<file path="src/rtl/irq_prio_pkg.sv">
`timescale 1ns/1ps
package irq_prio_pkg;

  localparam int NUM_SRC = 8;
  localparam int SEL_W   = 4;
  localparam int MODE_W  = 2;
  localparam int REG_W   = 8;

  typedef enum logic [MODE_W-1:0] {
    POL_FIXED = 2'b00,
    POL_PROG  = 2'b01,
    POL_OFF_A = 2'b10,
    POL_OFF_B = 2'b11
  } prio_pol_e;

  // select code that names source idx; 0 for indices without a code
  function automatic logic [SEL_W-1:0] src_code(input int unsigned idx);
    logic [SEL_W-1:0] c;
    case (idx)
      0: c = 4'd1;
      1: c = 4'd2;
      2: c = 4'd3;
      3: c = 4'd5;
      4: c = 4'd6;
      5: c = 4'd7;
      6: c = 4'd10;
      7: c = 4'd11;
      default: c = 4'd0;
    endcase
    return c;
  endfunction

endpackage

</file>
<file path="src/rtl/irq_latch_bank.sv">
`timescale 1ns/1ps
module irq_latch_bank #(
  parameter int N = irq_prio_pkg::NUM_SRC
) (
  input  logic         clk,
  input  logic         rst_n,
  input  logic [N-1:0] req,
  input  logic [N-1:0] clr,
  output logic [N-1:0] pend
);

  logic [N-1:0] pend_nxt;
  logic         pend_en;

  // set dominates clear
  always_comb begin
    pend_en  = (|req) | (|clr);
    pend_nxt = (pend & ~clr) | req;
  end

  always_ff @(posedge clk or negedge rst_n) begin
    if (!rst_n)       pend <= '0;
    else if (pend_en) pend <= pend_nxt;
  end

  for (genvar i = 0; i < N; i++) begin : g_chk
    // an uncleared flag holds
    a_r2_hold: assert property (@(posedge clk) disable iff (!rst_n)
      (pend[i] && !clr[i]) |=> pend[i]);
    // a request always leaves the flag set
    a_r10_set_wins: assert property (@(posedge clk) disable iff (!rst_n)
      req[i] |=> pend[i]);
    // a clear without a request drops the flag
    a_r11_clear: assert property (@(posedge clk) disable iff (!rst_n)
      (clr[i] && !req[i]) |=> !pend[i]);
  end

endmodule

</file>
<file path="src/rtl/irq_mode_reg.sv">
`timescale 1ns/1ps
module irq_mode_reg
  import irq_prio_pkg::*;
(
  input  logic             clk,
  input  logic             rst_n,
  input  logic             wr,
  input  logic [REG_W-1:0] wdata,
  output prio_pol_e        pol,
  output logic [SEL_W-1:0] sel,
  output logic [REG_W-1:0] rdata
);

  localparam int PAD_W = REG_W - MODE_W - SEL_W;

  prio_pol_e        pol_nxt;
  logic [SEL_W-1:0] sel_nxt;

  always_comb begin
    pol_nxt = prio_pol_e'(wdata[SEL_W +: MODE_W]);
    sel_nxt = wdata[SEL_W-1:0];
  end

  always_ff @(posedge clk or negedge rst_n) begin
    if (!rst_n) begin
      pol <= POL_FIXED;
      sel <= '0;
    end else if (wr) begin
      pol <= pol_nxt;
      sel <= sel_nxt;
    end
  end

  always_comb rdata = {{PAD_W{1'b0}}, pol, sel};

  // a write lands on the read port the next cycle
  a_r9_write: assert property (@(posedge clk) disable iff (!rst_n)
    wr |=> rdata[MODE_W+SEL_W-1:0] == $past(wdata[MODE_W+SEL_W-1:0]));
  // no write, no change
  a_r9_hold: assert property (@(posedge clk) disable iff (!rst_n)
    !wr |=> $stable(rdata));

endmodule

</file>
<file path="src/rtl/irq_arbiter.sv">
`timescale 1ns/1ps
module irq_arbiter
  import irq_prio_pkg::*;
#(
  parameter  int N     = NUM_SRC,
  localparam int IDX_W = $clog2(N)
) (
  input  logic             clk,
  input  logic             rst_n,
  input  logic [N-1:0]     pend,
  input  prio_pol_e        pol,
  input  logic [SEL_W-1:0] sel,
  input  logic             master_en,
  input  logic             ack,
  output logic             grant_valid,
  output logic [IDX_W-1:0] grant_idx,
  output logic [N-1:0]     clr_strobe
);

  logic [IDX_W-1:0] fix_idx;
  logic [IDX_W-1:0] hit_idx;
  logic             hit;
  logic             allow;

  // lowest pending index
  always_comb begin
    fix_idx = '0;
    for (int i = N-1; i >= 0; i--) begin
      if (pend[i]) fix_idx = IDX_W'(i);
    end
  end

  // software-named source, if pending
  always_comb begin
    hit     = 1'b0;
    hit_idx = '0;
    for (int i = 0; i < N; i++) begin
      if (pend[i] && (src_code(i) == sel) && (src_code(i) != '0)) begin
        hit     = 1'b1;
        hit_idx = IDX_W'(i);
      end
    end
  end

  always_comb begin
    allow       = master_en && (pol == POL_FIXED || pol == POL_PROG);
    grant_valid = allow && (|pend);
    grant_idx   = (pol == POL_PROG && hit) ? hit_idx : fix_idx;
    clr_strobe  = '0;
    if (ack && grant_valid) clr_strobe[grant_idx] = 1'b1;
  end

  // a grant needs the enable and a pending flag
  a_r7_gate: assert property (@(posedge clk) disable iff (!rst_n)
    grant_valid |-> (master_en && (|pend) && pend[grant_idx]));
  // blocking policies never grant
  a_r6_off: assert property (@(posedge clk) disable iff (!rst_n)
    pol[1] |-> !grant_valid);
  // fixed policy grants the lowest pending index
  a_r3_fixed: assert property (@(posedge clk) disable iff (!rst_n)
    (grant_valid && pol == POL_FIXED) |->
      ((pend & ((N'(1) << grant_idx) - N'(1))) == '0));
  // the clear strobe is one-hot and only on acceptance
  a_r8_onehot: assert property (@(posedge clk) disable iff (!rst_n)
    $onehot0(clr_strobe));
  a_r8_only_ack: assert property (@(posedge clk) disable iff (!rst_n)
    (|clr_strobe) |-> (ack && grant_valid));

endmodule

</file>
<file path="src/rtl/irq_prio_sel.sv">
`timescale 1ns/1ps
module irq_prio_sel
  import irq_prio_pkg::*;
#(
  parameter  int N     = NUM_SRC,
  localparam int IDX_W = $clog2(N)
) (
  input  logic             clk,
  input  logic             rst_n,
  input  logic [N-1:0]     irq_req,
  input  logic [N-1:0]     irq_clr,
  input  logic             master_en,
  input  logic             reg_wr,
  input  logic [REG_W-1:0] reg_wdata,
  output logic [REG_W-1:0] reg_rdata,
  output logic             grant_valid,
  output logic [IDX_W-1:0] grant_idx,
  input  logic             grant_ack,
  output logic [N-1:0]     clr_strobe
);

  logic [1:0]       rst_sync;
  logic             srst_n;
  logic [N-1:0]     pend;
  logic [N-1:0]     clr_all;
  prio_pol_e        pol;
  logic [SEL_W-1:0] sel;

  always_ff @(posedge clk or negedge rst_n) begin
    if (!rst_n) rst_sync <= 2'b00;
    else        rst_sync <= {rst_sync[0], 1'b1};
  end
  assign srst_n = rst_sync[1];

  assign clr_all = irq_clr | clr_strobe;

  irq_latch_bank #(.N(N)) u_latch (
    .clk  (clk),
    .rst_n(srst_n),
    .req  (irq_req),
    .clr  (clr_all),
    .pend (pend)
  );

  irq_mode_reg u_reg (
    .clk  (clk),
    .rst_n(srst_n),
    .wr   (reg_wr),
    .wdata(reg_wdata),
    .pol  (pol),
    .sel  (sel),
    .rdata(reg_rdata)
  );

  irq_arbiter #(.N(N)) u_arb (
    .clk        (clk),
    .rst_n      (srst_n),
    .pend       (pend),
    .pol        (pol),
    .sel        (sel),
    .master_en  (master_en),
    .ack        (grant_ack),
    .grant_valid(grant_valid),
    .grant_idx  (grant_idx),
    .clr_strobe (clr_strobe)
  );

  // an accepted source is gone next cycle unless re-requested
  a_r8_cleared: assert property (@(posedge clk) disable iff (!srst_n)
    (grant_valid && grant_ack && !irq_req[grant_idx] && !$isunknown(grant_idx))
      |=> !pend[$past(grant_idx)]);

endmodule

</file>
<file path="config.mk">
export PLATFORM = sky130hd
export DESIGN_NAME = irq_prio_sel
export DESIGN_NICKNAME = d
export VERILOG_FILES = /design/src/rtl/irq_prio_pkg.sv /design/src/rtl/irq_latch_bank.sv /design/src/rtl/irq_mode_reg.sv /design/src/rtl/irq_arbiter.sv /design/src/rtl/irq_prio_sel.sv
export SDC_FILE = /design/constraint.sdc
export NUM_CORES = 1
export LEC_CHECK = 0
export BUFFER_PORTS_ARGS = -buffer_cell sky130_fd_sc_hd__buf_4
export CORE_UTILIZATION = 25
export DETAILED_ROUTE_END_ITERATION = 8
export PLACE_DENSITY = 0.58
export SLEW_MARGIN = 10
export SYNTH_ARGS = -nofsm -noshare
export SYNTH_HDL_FRONTEND = slang
export SYNTH_SLANG_ARGS = --single-unit
</file>
<file path="constraint.sdc">
create_clock -name clk -period 4 [get_ports clk]
set_input_delay 0.6 -clock clk [delete_from_list [all_inputs] [get_ports clk]]
set_output_delay 0.6 -clock clk [all_outputs]
set_load 0.03 [all_outputs]
</file>
## Word level (Yosys, flattened, before mapping)

Index checks and enable logic that the tools add are counted.

| word-level totals | value |
|---|---|
| register bits | 16 |
| output and inout port bits | 20 |
| logic and storage cells | 65 |

| cells by class | value |
|---|---|
| magnitude comparators | 2 |
| eq/ne operators | 9 |
| multiplexer cells | 27 |
| bitwise logic cells | 5 |
| reductions and logical operators | 18 |

Operators by type and width:

| kind | number |
|---|---|
| 2-to-1 mux 3 bit | 13 |
| OR reduction 8 bit | 3 |
| bitwise OR 8 bit | 2 |
| logical AND 1 bit | 13 |
| equality test 3 x 4 -> 1 bit (first input constant) | 3 |
| 2-to-1 mux 1 bit | 10 |
| bitwise AND 8 bit | 1 |
| equality test 2 x 4 -> 1 bit (first input constant) | 2 |
| equality test 4 bit (first input constant) | 2 |
| 2-to-1 mux 8 bit | 1 |
| NOT 8 bit | 1 |
| equality test 1 x 4 -> 1 bit (first input constant) | 1 |
| < comparator 3 x 4 -> 1 bit (second input constant) | 1 |
| 2-to-1 mux 2 bit | 2 |
| demux 1 bit (select 3 bit) | 1 |
| >= comparator 3 x 1 -> 1 bit (second input constant) | 1 |
| equality test 2 x 1 -> 1 bit (second input constant) | 1 |
| logical NOT 2 bit | 1 |
| logical OR 1 bit | 1 |
| bitwise OR 1 bit | 1 |

## Depth between registers and ports, before layout

Gate-level depths: netlist of the first run.

| logic depth | value |
|---|---|
| depth after elaboration | 21 |
| mapped depth | 8 |
| gate-level depth less buffers | 6 |

## Modules after synthesis

A second synthesis of the first run with hierarchy kept.

| unflattened totals | value |
|---|---|
| cells, all modules | 126 |
| area, all modules | 1192.4 sq um |

Modules (own cells, without submodules):

| module | instances | cells each | area each (sq um) | seq. area each (sq um) |
|---|---|---|---|---|
| irq_arbiter | 1 | 69 | 483.0 | 0.0 |
| irq_mode_reg | 1 | 22 | 315.3 | 150.1 |
| irq_latch_bank | 1 | 24 | 290.3 | 200.2 |
| irq_prio_sel | 1 | 11 | 103.8 | 50.0 |

## Worst setup path after synthesis of the first run

No wires, ideal clock.

| path | value |
|---|---|
| path kind | input -> output |
| start | in master_en |
| end | out clr_strobe[4] |
| arrival time | 2.408 ns |
| slack | 0.992 ns |
| cell stages on the path | 4 |
| path buffers | 0 |
| cell sequence | inv_1 -> a311oi_1 -> nand3b_1 -> nor2_1 |

| on the way | value |
|---|---|
| cells in the longest elaborated chain, start to end | 4 |

Ends and longest elaborated chain:

| element | RTL line | text |
|---|---|---|
| from (decl) | irq_prio_sel.sv:12 | `input logic master_en,` |
| logical AND 1 bit | irq_arbiter.sv:46 | `allow = master_en && (pol == POL_FIXED \|\| pol == POL_PROG);` |
| logical AND 1 bit | irq_arbiter.sv:47 | `grant_valid = allow && (\|pend);` |
| via grant_valid | irq_prio_sel.sv:16 | `output logic grant_valid,` |
| logical AND 1 bit | irq_arbiter.sv:50 | `if (ack && grant_valid) clr_strobe[grant_idx] = 1'b1;` |
| 2-to-1 mux 8 bit | irq_arbiter.sv:50 |  |
| to (decl) | irq_prio_sel.sv:19 | `output logic [N-1:0] clr_strobe` |

The timed path passes the listed nets, and every way through them passes these cells.

## Final worst setup path of the first run

| path | value |
|---|---|
| start | reg u_reg.sel[0] |
| end | out clr_strobe[1] |

| on the way | value |
|---|---|
| cells in the longest elaborated chain, start to end | 17 |

Ends and longest elaborated chain:

| element | RTL line | text |
|---|---|---|
| from (decl) | irq_mode_reg.sv:10 | `output logic [SEL_W-1:0] sel,` |
| from (signal assigned) | irq_mode_reg.sv:30 | `sel <= sel_nxt;` |
| equality test 1 x 4 -> 1 bit | irq_arbiter.sv:38 | `if (pend[i] && (src_code(i) == sel) && (src_code(i) != '0)) begin` |
| logical AND 1 bit | irq_arbiter.sv:38 |  |
| 2-to-1 mux 1 bit (8 in series) | irq_arbiter.sv:38 |  |
| logical AND 1 bit | irq_arbiter.sv:48 | `grant_idx = (pol == POL_PROG && hit) ? hit_idx : fix_idx;` |
| 2-to-1 mux 3 bit (*) | irq_arbiter.sv:48 |  |
| < comparator 3 x 4 -> 1 bit (not written as such) / >= comparator 3 x 1 -> 1 bit (equally long branches) | irq_arbiter.sv:50 |  |
| logical AND 1 bit (not written as such) | irq_arbiter.sv:50 |  |
| 2-to-1 mux 1 bit (not written as such) | irq_arbiter.sv:50 |  |
| demux 1 bit (select 3 bit) (*) | -- |  |
| 2-to-1 mux 8 bit (*) | irq_arbiter.sv:50 |  |

Every way passes the cells marked *; elsewhere a longest branch is shown, timed or not.

==> results of run 1 <==
## flip-flops by register name (all words and copies together), names as in the netlist
signal,count
rst_sync,2
u_latch.pend,8
u_reg.pol,2
u_reg.sel,4
## metal layers
metal  vias up  track usage (%)
met5         -                0
met4         0             6.38
met3         2             2.03
met2        43             23.0
met1       471             15.9
li1        500                -
## how the worst max path moves through the flow
stage / startpoint / to / slack [ns] / cells after the start
after floorplan: master_en / clr_strobe[4] / 0.99 / 4
after global placement: u_reg.sel[0] / clr_strobe[1] / 1.11 / 6
after global routing: u_reg.sel[0] / clr_strobe[1] / 0.68 / 6
after CTS: u_reg.sel[0] / clr_strobe[1] / 0.78 / 6
after detailed placement: u_reg.sel[0] / clr_strobe[1] / 1.06 / 6
final: u_reg.sel[0] / clr_strobe[1] / 0.81 / 6
## final cells by class
cell class,instances,area [um^2],share of cell area (%)
multi-input cells,87,612,41.3
flip-flops and latches,16,400,27.0
repair buffers,44,330,22.3
well taps,50,62.6,4.22
clock buffers,4,55.1,3.71
inverters,6,22.5,1.52
## cells in the mapped netlist
cell type	n
nand3_1	2
and3b_1	1
a21oi_1	4
nand4bb_1	1
dfrtp_1	16
nor2_1	14
mux2_2	7
buf_4	2
a221oi_1	1
a311oi_1	1
nand2_1	2
a32o_1	1
o31a_1	4
nand4b_1	1
or3_1	1
nand3b_1	6
a21o_1	2
clkbuf_1	3
o31ai_1	3
nand2b_1	6
inv_1	6
buf_6	1
or3b_4	1
or2b_1	1
a22oi_1	1
conb_1	2
a21oi_2	2
o21ai_0	1
o21bai_1	6
nor2b_1	2
nor4_1	3
a211oi_1	1
mux2_4	1
and3_1	1
mux2i_1	5
nor3_1	2
## logic make-up after synthesis
| group | after synthesis | synth area share [%] |
|---|---|---|
| simple gates | 44 | 23.8 |
| buf+inv | 12 | 5.62 |
| compound gates | 27 | 19.0 |
| other cells | 2 | 0.703 |
| flops | 16 | 37.5 |
| mux | 13 | 13.5 |
## power groups by stage
stage	Sequential, uW	Clock, uW	Combinational (uW)
2_1_floorplan	204	0	77.2
4_1_cts	201	151	128
5_1_grt	204	160	138
3_3_place_gp	202	0	126
3_5_place_dp	204	0	128
6_report	200	144	127
## worst register-to-register path: stages, from the launching register on
cell and delay [ns]:
dfrtp_1 0.51, mux2_4 0.35, a32o_1 0.27, o31a_1 0.40, or3b_4 0.45, a21oi_2 0.17
o21bai_1 0.09
## stage by stage
stage,util [%],hold slack [ns],power [uW]
floorplan,-,0.174,282
global placement,35.2,0.244,328
detailed placement,35.2,0.265,331
CTS,36.5,0.111,479
global route,36.5,0.105,501
finish,36.5,0.121,471
==> flow_summary.toml, run 1 <==
[floorplan]
die-height_um = 67.4
initial_core_util_pct = 26.3
die_w_um = 67.4
io-pin-count = 49
num_rows = 23
dieArea_um2 = 4540
core_area_um2 = 4060

[sta]
finalCritPeriodShare_pct = 79.7
setup_ws_ns = 0.813
min_period_ns = 3.19
max_freq_ghz = 0.314
drv_slew = 0
tightestPinTransition_ns = 0.587
final-setup-viol-count = 0
rsz0062_at_grt = "false"
finalClockSkew_ns = 0.00507
max-slew-margin-rel_pct = 60.8
fin_setup_tns_ns = 0
finalHoldViolations = 0

[power_and_ir_drop]
seqPwrFrac_pct = 42.4
powerDensity_nw_per_um2 = 318
switching_share_pct = 30.9
leakage_uw = 0.000662
p_sw_uw = 146
ir_drop_uv = 185
p_comb_share_pct = 27.0
p_int_uw = 326
power_frac_clock_pct = 30.6

[setup_path]
regToRegSetupSlack_ns = 1.64
worst_ep_required_time_ns = 3.40
crit_family = "compound AO/OA/AOI/OAI gates"
r2r-start = "u_reg.sel[0]"
cp_slowest_stage_delay_ns = 0.51
critPathSlowestCell = "dfrtp_1"
worst_setup_path_start_kind = "register"
crit_buf_inv = 1
worstPathMaxFanout = 8
critical_path_arrival_ns = 2.59
timing.rr.end = "u_latch.pend[1]"
reg2regPathDepth = 6
path_cells = "mux2_4 > a32o_1 > o31a_1 > or3b_4 > a21oi_2 > buf_4"
worstSetupPathType = "reg2out"
cp-end-kind = "output pin"

[routing]
drt_iter0_drc = 26
met1_length_um = 1090
maxUsedRoutingLayer = "met4"
vias_per_cell = 4.91
wl_met2_um = 1430
drc = 0
num_vias = 1016
avgRoutedWirePerCell_um = 13.3
routed-wl-met3_um = 203
drtPass1Iterations = 4
ant_nets = 0
wl_um = 2750

[layout]
final_cell_area_um2 = 1480
syn2layout_area_growth_pct = 38.8
drive_above_1_share_pct = 37.6
nets = 187
antennaDiodeCount = 0
stdcell_count = 207
final.fill_count = 398
mostFrequentLayoutCell = "buf_4"
layout_common_cells = "buf_4 (44), dfrtp_1 (16), nor2_1 (14)"

[synth]
ys_types = 36
synth_area_leader_cell = "dfrtp_1"
ys_ff_latch = 16
mappedNetlistArea_um2 = 1070
syn_avg_cell_area_um2 = 9.37
synth.top_cell.area_share_pct = 37.5
synthCells = 114
yosysWarnings = 0
yosys-top-cells-area = "dfrtp_1 (37%), mux2_2 (7.4%), nor2_1 (4.9%)"
seq_area_frac_synth_pct = 37.5

[grt]
grt_pass1_wl_um = 4400
overflow = 0
grtUsageTotal_pct = 13.3
grt_max_degree = 15
grt_pass1_vias = 949
grt_antenna_before_repair = 0

[clock_tree]
cts_sinks = 16
cts_root_buf = "clkbuf_8"
clkTransAtPathRegs_ns = 0.07
cts-htree-levels = 1
cts_tree = "built"
clockBufferDepth = 2
post_cts_buffers = 0
cts_resized = 0
cts-buffers-inserted = 3
insertion_delay_ns = 0.25
holdBufCountCts = 0

[placed_design]
placed_area_um2 = 1430
dp_slack_ns = 1.06
io_buffers = 44
place_hpwl_um = 2230
gp_congestion = 0.857
numPlacedInstances = 203

[outcome]
status = "finished clean"

[flow_run]
maxCapViolCount = 0

[min_path]
hold_path.class = "in2async"
Power figures use the tool's default switching activity.
==> inputs of run 2 (changes only) <==
==> constraint.sdc (replaced) <==
create_clock -name clk -period 3 [get_ports clk]
set_input_delay 0.45 -clock clk [delete_from_list [all_inputs] [get_ports clk]]
set_output_delay 0.45 -clock clk [all_outputs]
set_load 0.03 [all_outputs]
==> flow_summary.toml, run 2 (synthesis gave the netlist of run 1 again) <==
[clock_tree]
insertion_delay_ns = 0.25
cts-buffers-inserted = 3
cts_tree = "built"
cts_sinks = 16
clockBufferDepth = 2
post_cts_buffers = 0
cts-htree-levels = 1
clkTransAtPathRegs_ns = 0.07
cts_root_buf = "clkbuf_8"

[setup_path]
critical_path_arrival_ns = 2.41
crit_buf_inv = 2
worstPathMaxFanout = 8
crit_top_cell = "buf_4"
cp-end-kind = "output pin"
worst_setup_path_start_kind = "register"
critPathSlowestCell = "dfrtp_2"
crit_family = "compound AO/OA/AOI/OAI gates"
cp_slowest_stage_delay_ns = 0.46
worst_ep_required_time_ns = 2.55
worstSetupPathType = "reg2out"
path_cells = "mux2_4 > a32o_1 > o31a_1 > buf_4 > nor3_1 > a21oi_2 > nor2_1 > buf_4"

[layout]
layout_common_cells = "buf_4 (45), dfrtp_1 (15), nor2_1 (14)"
antennaDiodeCount = 0
mostFrequentLayoutCell = "buf_4"
syn2layout_area_growth_pct = 40.9
final.fill_count = 412
top_register = "u_latch.pend"
final_cell_area_um2 = 1510
top_regs = "u_latch.pend: 8 flops, u_reg.sel: 4 flops"
largest_register_ff_count = 8
stdcell_count = 209
nets = 189
drive_above_1_share_pct = 39.0

[routing]
wl_um = 2730
avgRoutedWirePerCell_um = 13.1
vias_per_cell = 4.90
num_vias = 1024
drt_iter0_drc = 27
drc = 0
drtPass1Iterations = 4
ant_nets = 0

[sta]
fin_setup_tns_ns = 0
min_period_ns = 2.86
max_freq_ghz = 0.350
max-slew-margin-rel_pct = 59.9
tightestPinTransition_ns = 0.602
rsz0062_at_grt = "false"
final-setup-viol-count = 0
finalCritPeriodShare_pct = 95.2
setup_ws_ns = 0.144
drv_slew = 0
finalClockSkew_ns = 0.00177
finalHoldViolations = 0

[floorplan]
initial_core_util_pct = 26.3
die_w_um = 67.4
num_rows = 23
dieArea_um2 = 4540
die-height_um = 67.4
core_area_um2 = 4060
io-pin-count = 49

[placed_design]
io_buffers = 44
place_hpwl_um = 2230
dp_slack_ns = 0.379
gp_congestion = 0.860
numPlacedInstances = 204
placed_area_um2 = 1440

[grt]
overflow = 0
grt_max_degree = 15
grtUsageTotal_pct = 13.1
grt_pass1_vias = 966
grt_antenna_before_repair = 0
grt_pass1_wl_um = 4400

[power_and_ir_drop]
powerDensity_nw_per_um2 = 421
leakage_uw = 0.000671
p_total_uw = 634
ir_drop_uv = 234

[min_path]
hold_path.class = "reg2async"

[outcome]
status = "finished clean"

[flow_run]
maxCapViolCount = 0
-- run 2: cell count changes in the layout (fill, tap and decap cells not counted) --
cell | previous run | this run
dfrtp_2 | 0 | 1
dfrtp_1 | 16 | 15
a21oi_2 | 2 | 3
a21oi_1 | 4 | 3
dlygate4sd3_1 | 0 | 1
buf_4 | 44 | 45
-- run 2: worst register-to-register path, stage by stage (launching register included) --
cell	delay, ns
dfrtp_2	0.46
mux2_4	0.33
a32o_1	0.28
o31a_1	0.30
buf_4	0.18
nor3_1	0.24
a21oi_2	0.09
o31a_1	0.29
-- run 2: metrics by stage --
stage | hold slack [ns] | util [%]
floorplan | 0.154 | -
global placement | 0.233 | 35.4
detailed placement | 0.234 | 35.4
CTS | 0.263 | 37.0
global route | 0.314 | 37.1
finish | 0.250 | 37.1
-- run 2: path summary, 6_finish.rpt --
kind | slack, ns | start | cells past startpoint | endpoint
setup / recovery | 0.14 | u_reg.sel[0] | 8 | clr_strobe[7]
hold / removal | 0.25 | rst_sync[1] | 0 | u_reg.pol[1]
setup reg to reg | 0.73 | u_reg.sel[0] | 7 | u_latch.pend[7]
hold reg to reg | 0.25 | rst_sync[1] | 0 | u_reg.pol[1]
max in group asynchronous | 2.33 | rst_sync[1] | 0 | u_reg.sel[0]
min in group clk | 0.35 | rst_sync[0] | 0 | rst_sync[1]
-- run 2: area by class of cell --
class	instances	area [um^2]	share of cell area, %
timing repair buffer	46	348	23.1
sequential	16	402	26.7
clock buffer	4	55.1	3.66
multi-input combinational	87	616	40.9
inverter	6	22.5	1.50
tap	50	62.6	4.16
-- run 2: per-layer routing --
metal | wire length [um] | track usage, %
met1 | 1160 | 15.8
met2 | 1360 | 22.3
met3 | 160 | 2.20
met4 | 48 | 6.65
met5 | 0 | 0
-- run 2: what timing repair did --
| action | CTS | global route |
|---|---|---|
| hold buffers | 1 | 0 |
| endpoints found under the setup margin | 0 | 2 |
| gates resized for setup | 0 | 2 |
| endpoints found under the hold margin | 2 | 0 |
-- run 2: report_power, final --
| part | switching (uW) | internal (uW) | leakage, uW |
|---|---|---|---|
| logic | 86.4 | 87.4 | 0.000464 |
| registers | 33.1 | 233 | 0.000179 |
| clock network | 77.9 | 116 | 0.0000288 |
==> inputs of run 3 (changes only) <==
--- a/config.mk
+++ b/config.mk
@@ -6,9 +6,9 @@
 export NUM_CORES = 1
 export LEC_CHECK = 0
 export BUFFER_PORTS_ARGS = -buffer_cell sky130_fd_sc_hd__buf_4
-export CORE_UTILIZATION = 25
+export CORE_UTILIZATION = 35
 export DETAILED_ROUTE_END_ITERATION = 8
-export PLACE_DENSITY = 0.58
+export PLACE_DENSITY = 0.73
 export SLEW_MARGIN = 10
 export SYNTH_ARGS = -nofsm -noshare
 export SYNTH_HDL_FRONTEND = slang
==> flow_summary.toml, run 3 (synthesis gave the netlist of run 1 again) <==
[routing]
num_vias = 1033
drtPass1Iterations = 6
wl_um = 2520
drc = 4
drt_iter0_drc = 22
vias_per_cell = 5.38
avgRoutedWirePerCell_um = 13.1
ant_nets = 0

[grt]
overflow = 0
grt_pass1_vias = 1022
grt_antenna_before_repair = 0
grt_pass1_wl_um = 4340
grt_max_degree = 15
grtUsageTotal_pct = 16.9

[flow_run]
maxCapViolCount = 0

[setup_path]
cp_slowest_stage_delay_ns = 0.44
worst_setup_path_start_kind = "register"
crit_family = "compound AO/OA/AOI/OAI gates"
endpoint = "clr_strobe[7]"
worstSetupPathDepth = 8
path_cells = "mux2_4 > a32o_1 > o31a_1 > buf_4 > nor3_1 > a21oi_1 > nor2_1 > buf_4"
cp-end-kind = "output pin"
cp-startpoint = "u_reg.sel[0]"
worstSetupPathType = "reg2out"
worstPathMaxFanout = 7
timing.rr.end = "u_latch.pend[7]"
crit_buf_inv = 2
crit_top_cell = "buf_4"
critical_path_arrival_ns = 2.40
reg2regPathDepth = 7
regToRegSetupSlack_ns = 0.79
critPathSlowestCell = "dfrtp_2"
worst_ep_required_time_ns = 2.55
r2r-start = "u_reg.sel[0]"

[layout]
largest_register_ff_count = 8
final_cell_area_um2 = 1470
top_regs = "u_latch.pend: 8 flops, u_reg.sel: 4 flops"
drive_above_1_share_pct = 39.1
nets = 191
final.fill_count = 256
syn2layout_area_growth_pct = 37.9
layout_common_cells = "buf_4 (47), dfrtp_1 (15), nor2_1 (14)"
top_register = "u_latch.pend"
mostFrequentLayoutCell = "buf_4"
antennaDiodeCount = 0

[sta]
finalHoldViolations = 0
max-slew-margin-rel_pct = 62.4
setup_ws_ns = 0.154
drv_slew = 0
finalClockSkew_ns = 0.00825
tightestPinTransition_ns = 0.564
max_freq_ghz = 0.351
min_period_ns = 2.85
rsz0062_at_grt = "false"
final-setup-viol-count = 0
fin_setup_tns_ns = 0
finalCritPeriodShare_pct = 94.9

[power_and_ir_drop]
ir_drop_uv = 213
p_total_uw = 583
powerDensity_nw_per_um2 = 395
leakage_uw = 0.000672

[min_path]
hold_path.class = "reg2async"

[outcome]
status = "complete, but fails checks"
violations = "design-rule violations"

[clock_tree]
cts_tree = "built"
clkTransAtPathRegs_ns = 0.10
cts-buffers-inserted = 3
cts_sinks = 16
cts_root_buf = "clkbuf_4"
cts-htree-levels = 1
insertion_delay_ns = 0.28
clockBufferDepth = 2

[placed_design]
place_hpwl_um = 2070
io_buffers = 44
dp_slack_ns = 0.389
placed_area_um2 = 1410
gp_congestion = 0.901

[floorplan]
die_w_um = 57.3
io-pin-count = 49
dieArea_um2 = 3280
num_rows = 19
initial_core_util_pct = 37.8
core_area_um2 = 2830
die-height_um = 57.3
run 3: through the flow:
step | util [%] | std cells | hold WS [ns]
6_report | 52.1 | 192 | 0.226
5_1_grt | 52.1 | 192 | 0.293
4_1_cts | 51.5 | 190 | 0.251
3_5_place_dp | 49.9 | 185 | 0.233
3_3_place_gp | 49.9 | 185 | 0.233
2_1_floorplan | - | 115 | 0.154
run 3: routing by layer:
layer / GRT usage, % / vias up / routed length [um]
li1: - / 500 / -
met1: 19.3 / 505 / 1090
met2: 31.1 / 24 / 1340
met3: 1.59 / 4 / 62
met4: 8.71 / 0 / 25
met5: 0 / - / 0
run 3: worst min path at each step:
| stage | startpoint | to | slack [ns] | depth (start not counted) |
|---|---|---|---|---|
| floorplan | rst_n | rst_sync[0] | 0.15 | 0 |
| global placement | rst_n | rst_sync[0] | 0.23 | 1 |
| detailed placement | rst_n | rst_sync[0] | 0.23 | 1 |
| CTS | rst_sync[1] | u_latch.pend[7] | 0.25 | 0 |
| global route | rst_sync[1] | u_reg.pol[0] | 0.29 | 0 |
| finish | rst_sync[1] | u_latch.pend[7] | 0.23 | 0 |
run 3: timing repair:
action | in CTS | in global routing
setup buffers | 0 | 2
endpoints found under the setup margin | 0 | 5
endpoints found under the hold margin | 2 | 0
hold buffers | 1 | 0
resized for setup | 0 | 1
run 3: area by class of cell:
type	instances	area, um^2	area share (%)
Inverter	6	22.5	1.53
Tap cell	31	38.8	2.63
Clock buffer	4	36.3	2.46
Sequential cell	16	402	27.2
Timing Repair Buffer	48	363	24.6
Multi-Input combinational cell	87	612	41.5
run 3: where the power goes:
part	internal (uW)	switching, uW
combinational	90.5	87.1
sequential	233	31.1
clock	73.7	67.6
total	397	186
run 3: worst reg2reg max path: cells and delay by family (launching register included):
kind	cells	cell delay [ns]
AND/OR/NAND/NOR	1	0.19
multiplexers	1	0.31
flip-flops	1	0.44
AO/OA/AOI/OAI	4	1.00
buffers and inverters	1	0.17
